--- src/rtl/pal_lookup.sv ---
module pal_lookup #(
  parameter int IDX_W = 8
) (
  input  logic             clk,
  input  logic             rst_n,
  input  logic             wr_en,
  input  logic [IDX_W-2:0] wr_addr,
  input  logic [31:0]      wr_data,
  input  logic             pix_valid,
  input  logic [23:0]      pix_data,
  input  logic [1:0]       bpp_sel,
  input  logic             fmt_565,
  input  logic             rb_swap,
  input  logic             pair_swap,
  output logic             out_valid,
  output logic [7:0]       out_r,
  output logic [7:0]       out_g,
  output logic [7:0]       out_b,
  output logic             out_int
);
  localparam int WORDS = 2 ** (IDX_W - 1);

  logic [31:0] mem [WORDS];

  always_ff @(posedge clk)
    if (wr_en) mem[wr_addr] <= wr_data;

  wire [31:0] rd_word = mem[pix_data[IDX_W-1:1]];
  wire        hi_half = pix_data[0] ^ pair_swap;
  wire [15:0] pal_ent = hi_half ? rd_word[31:16] : rd_word[15:0];
  wire [15:0] ent     = (bpp_sel == 2'b00) ? pal_ent : pix_data[15:0];

  logic [7:0] r_n, g_n, b_n;
  logic       i_n;

  always_comb begin
    if (bpp_sel[1]) begin
      r_n = pix_data[23:16];
      g_n = pix_data[15:8];
      b_n = pix_data[7:0];
      i_n = 1'b0;
    end else if (fmt_565) begin
      r_n = {ent[15:11], ent[15:13]};
      g_n = {ent[10:5], ent[10:9]};
      b_n = {ent[4:0], ent[4:2]};
      i_n = 1'b0;
    end else begin
      r_n = {ent[4:0], ent[4:2]};
      g_n = {ent[9:5], ent[9:7]};
      b_n = {ent[14:10], ent[14:12]};
      i_n = ent[15];
    end
  end

  always_ff @(posedge clk or negedge rst_n) begin
    if (!rst_n) begin
      out_valid <= 1'b0;
      out_r     <= '0;
      out_g     <= '0;
      out_b     <= '0;
      out_int   <= 1'b0;
    end else begin
      out_valid <= pix_valid;
      if (pix_valid) begin
        out_r   <= rb_swap ? b_n : r_n;
        out_g   <= g_n;
        out_b   <= rb_swap ? r_n : b_n;
        out_int <= i_n;
      end
    end
  end

  p_valid_follows_r7: assert property (@(posedge clk) disable iff (!rst_n)
    pix_valid |=> out_valid);
  p_no_spurious_valid_r7: assert property (@(posedge clk) disable iff (!rst_n)
    !pix_valid |=> !out_valid);
  p_565_no_int_r3: assert property (@(posedge clk) disable iff (!rst_n)
    (pix_valid && fmt_565) |=> !out_int);
  p_direct_colour_r5: assert property (@(posedge clk) disable iff (!rst_n)
    (pix_valid && bpp_sel[1] && !rb_swap) |=>
      (out_r == $past(pix_data[23:16]) && out_b == $past(pix_data[7:0])));
  p_swap_direct_r6: assert property (@(posedge clk) disable iff (!rst_n)
    (pix_valid && bpp_sel[1] && rb_swap) |=>
      (out_r == $past(pix_data[7:0]) && out_b == $past(pix_data[23:16])));
  p_hold_idle_r11: assert property (@(posedge clk) disable iff (!rst_n)
    !pix_valid |=> ($stable(out_r) && $stable(out_g) && $stable(out_b) && $stable(out_int)));
endmodule

--- config.mk ---
export PLATFORM = sky130hd
export DESIGN_NAME = pal_lookup
export DESIGN_NICKNAME = d
export VERILOG_FILES = /design/src/rtl/pal_lookup.sv
export SDC_FILE = /design/constraint.sdc
export NUM_CORES = 2
export LEC_CHECK = 0
export ABC_AREA = 1
export BUFFER_PORTS_ARGS = -buffer_cell sky130_fd_sc_hd__buf_2
export CAP_MARGIN = 0
export CORE_MARGIN = 8
export CORE_UTILIZATION = 40
export CTS_CLUSTER_DIAMETER = 80
export CTS_CLUSTER_SIZE = 25
export DETAILED_ROUTE_END_ITERATION = 8
export PLACE_DENSITY_LB_ADDON = 0.12
export SETUP_SLACK_MARGIN = 0.1
export SYNTH_ARGS = -nofsm -noshare
export SYNTH_HDL_FRONTEND = slang
export SYNTH_SLANG_ARGS = --single-unit
--- constraint.sdc ---
create_clock -name clk -period 1.5 [get_ports clk]
set_input_delay 0.075 -clock clk [delete_from_list [all_inputs] [get_ports clk]]
set_output_delay 0.075 -clock clk [all_outputs]
set_load 0.005 [all_outputs]
==> impl_table.tex <==
\begin{tabular}{lr}
\hline
Metric & Value \\
\hline
\multicolumn{2}{l}{\textbf{Floorplanning}} \\
Chip width & 659 microns \\
Starting density of the core & 0.401 \\
Row Count & 236 \\
Die Area & 434,000 sq um \\
Total core area & 412,000 sq um \\
Height of the die & 659 microns \\
I/O pin cnt & 98 \\
\multicolumn{2}{l}{\textbf{STA}} \\
Final hold slack & -0.588 ns \\
Total count of hold-check failures in the final report & 12 \\
Headroom to the max-slew limit & 0.116 \\
Max frequency & 399 MHz \\
Setup slack after layout & -1.01 ns \\
Setup TNS & -22.14 ns \\
Worst clock skew on the final layout & 0.0496 ns \\
Final setup violating endpoints & 52 \\
Final Critical Period & 2.51 ns \\
RSZ-0062 raised after global routing & true \\
Number of pins with negative max-slew slack in the final report & 0 \\
Fraction of the cycle the final worst path needs & 1.67 \\
Actual transition at the worst max-transition pin & 1.32 ns \\
\multicolumn{2}{l}{\textbf{Synthesis}} \\
Part of the Yosys area used for sequential elements & 0.748 \\
Number of library cell types mapped by synthesis & 30 \\
Netlist area before placement & 165,000 sq um \\
Syn Inst Count & 13,284 \\
Number of nets produced by synthesis & 13,356 \\
Synth Warn \# & 0 \\
Post-Synthesis Mean Instance Area & 12.4 sq um \\
Synthesized flop and latch total & 4,122 \\
\multicolumn{2}{l}{\textbf{Power}} \\
Net switching component of the power & 52,100 uW \\
Flop pwr share & 0.593 \\
Total power per unit cell area & 1090 nW/um\^{}2 \\
Part of the total power dissipated in the clock network & 0.309 \\
Highest ir drop seen on vdd & 0.000937 V \\
Switching part of the total power & 0.243 \\
Comb power frac & 0.098 \\
Internal power & 162,000 uW \\
Total power & 214,000 uW \\
Leakage component of the power & 0.0669 uW \\
\multicolumn{2}{l}{\textbf{Clocking}} \\
CTS max path bufs & 4 \\
Sink Count & 4,122 \\
Clock Pin Slew Worst Setup and Hold Paths & 0.10 ns \\
H-tree levels & 4 \\
Cts bufs inserted & 203 \\
CTS tree & yes \\
Library cell used as clock root buffer & clkbuf\_16 \\
Worst-skew pair later-pin latency & 0.96 ns \\
\multicolumn{2}{l}{\textbf{Routing}} \\
Final routed DRC violation total & 0 \\
DRT iter0 DRCs & 13,665 \\
Total routed wirelength & 570,000 microns \\
Number of nets with antenna violations after routing & 0 \\
Total via count in the routed design & 111,625 \\
Via count normalized by instance count & 5.69 \\
Post-DR wirelength/cell & 29.1 microns \\
First drt pass iteration count & 5 \\
\multicolumn{2}{l}{\textbf{Global routing}} \\
Maximum number of pins on one net before global-route repair & 83 \\
Global-route wire length before repair & 806,000 microns \\
Antenna violations before repair & 35 \\
Vias in the first global route & 106,725 \\
Global-route total usage across every layer & 0.255 \\
Total grt overflow & 0 \\
\multicolumn{2}{l}{\textbf{Worst setup path}} \\
Kind of end point of the critical path & flip-flop \\
Biggest fanout along the worst timing path & 2 \\
Required time of the worst setup path & 2.36 ns \\
Combined buffer and inverter count along the critical path & 1 \\
Arrival time worst endpoint & 3.36 ns \\
Type of origin of the critical path & flip-flop \\
Worst Path Class, Setup & flip-flop to flip-flop \\
Worst path slowest cell & o211ai\_1 \\
Critical path's top delay family & simple AND/OR/NAND/NOR gates \\
Crit-path cells & o21ai\_1 > o22ai\_1 > o211ai\_1 > nand3\_2 > nand3\_2 > nand2\_2 > nand2\_4 > nand3\_4 > buf\_12 > nand3\_4 > nand2\_4 > nor2\_2 > nor2\_1 \\
Delay of the slowest cell on the worst path & 0.56 ns \\
\multicolumn{2}{l}{\textbf{Placed design}} \\
Input/output buffers & 97 \\
HPWL Detailed & 361,000 microns \\
Routability congestion estimate & 0.886 \\
\multicolumn{2}{l}{\textbf{Finish}} \\
Fraction of final layout cells with drive strength greater than 1 & 0.163 \\
Footprint of the multi-input gates & 41,000 sq um \\
Fill cell instance count of the final layout & 36,343 \\
Post-synthesis to final-layout area growth & 18.7\% \\
Utilization of the core after routing & 0.476 \\
Sequential cell area in the final layout & 124,000 sq um \\
Final nets & 14,085 \\
\multicolumn{2}{l}{\textbf{Worst hold path}} \\
Type of the most critical hold path & input port to flip-flop \\
\multicolumn{2}{l}{\textbf{Run status}} \\
Violated checks & hold timing, setup timing \\
Result of the run & finished with violations \\
\multicolumn{2}{l}{\textbf{Run}} \\
Max Cap Viol & 0 \\
\hline
\end{tabular}
[metrics by stage]
stage	worst slack (ns)	instances	area, sq um
finish	-1.01	19608	196000
global route	-1.05	19598	196000
CTS	-1.01	19581	195000
detailed placement	-2.13	19159	185000
global placement	-2.20	19159	185000
floorplan	-0.543	13284	166000
[synth_stat cells (all sizes together)]
cell	instances	area share
a21oi	11	0.00033
a31oi	1	0.000038
a32o	1	0.000061
and3	1	0.000038
buf	764	0.026
clkbuf	162	0.0037
clkinv	3	0.000068
dfrtp	26	0.0039
edfxtp	4096	0.74
inv	37	0.00086
nand2	3270	0.074
nand3	3083	0.093
nand4	33	0.0012
nor2	797	0.018
nor3	8	0.00024
o211ai	43	0.0020
o21ai	654	0.020
o221ai	65	0.0034
o22ai	221	0.0084
or2	7	0.00026
xnor2	1	0.000053
[layout by cell type, fill, tap and decap left out, drive strengths merged]
master / count
a21oi: 11
a31oi: 1
a32o: 1
and3: 1
buf: 1354
bufinv: 15
clkbuf: 237
clkinv: 33
clkinvlp: 8
dfrtp: 26
diode: 16
dlygate4sd3: 95
dlymetal6s4s: 1
edfxtp: 4096
inv: 57
nand2: 3270
nand3: 3083
nand4: 33
nor2: 797
nor3: 8
o211ai: 43
o21ai: 654
o221ai: 65
o22ai: 221
or2: 7
xnor2: 1
[final cells by class]
type | count | share of cell area
Timing Repair Buffer | 1450 | 0.0921
Inverter | 40 | 0.00108
Multi-Input combinational cell | 8196 | 0.209
Sequential cell | 4122 | 0.630
Antenna cell | 16 | 0.000204
Clock inverter | 73 | 0.00491
Clock buffer | 237 | 0.0274
Tap cell | 5474 | 0.0349
[sequential cells by signal, summed over array words and instances (netlist names)]
| signal | flops |
|---|---|
| mem | 4096 |
| out_b | 8 |
| out_g | 8 |
| out_int | 1 |
| out_r | 8 |
| out_valid | 1 |
[power groups by stage]
stage | logic [uW] | registers (uW) | clock network (uW)
final | 21100 | 127000 | 66200
after global routing | 22300 | 127000 | 70900
after CTS | 20400 | 127000 | 67500
after detailed placement | 19400 | 130000 | 0
after global placement | 19300 | 130000 | 0
after floorplan | 8100 | 130000 | 0
[what timing repair did]
| action | in CTS | in global routing |
|---|---|---|
| endpoints found under the setup margin | 51 | 233 |
| buffers inserted | 15 | 11 |
| cloned | 0 | 0 |
| hold endpoints to repair | 4303 | 13 |
| pin swaps | 53 | 128 |
| hold buffers | 97 | 1 |
| resized for setup | 408 | 390 |
[metal layers]
layer  vias to the layer above  track usage  routed length [microns]
met5                         -            0                       20
met4                         2       0.0688                    17100
li1                      49443            -                        -
met1                     56948        0.369                   248000
met3                       663       0.0366                    44600
met2                      4569        0.404                   261000
[final timing paths]
check | start | end | slack [ns] | cells past startpoint
max reg2reg | mem[121][23] | out_g[0] | -1.01 | 13
max in group asynchronous | rst_n | out_g[0] | 1.20 | 4
min | pix_valid | out_valid | -0.59 | 1
min reg2reg | out_b[6] | out_b[6] | 0.49 | 2
min in group asynchronous | rst_n | out_r[4] | 0.14 | 4
max | mem[121][23] | out_g[0] | -1.01 | 13
[cells by family after synthesis]
logic type	synth area share
AOI/OAI and AO/OA	0.0340
xor gates and xnor gates	0.0000530
buffers and inverters	0.0302
DFF	0.748
and+or+nand+nor	0.188
(Power assumes the default switching activity.)
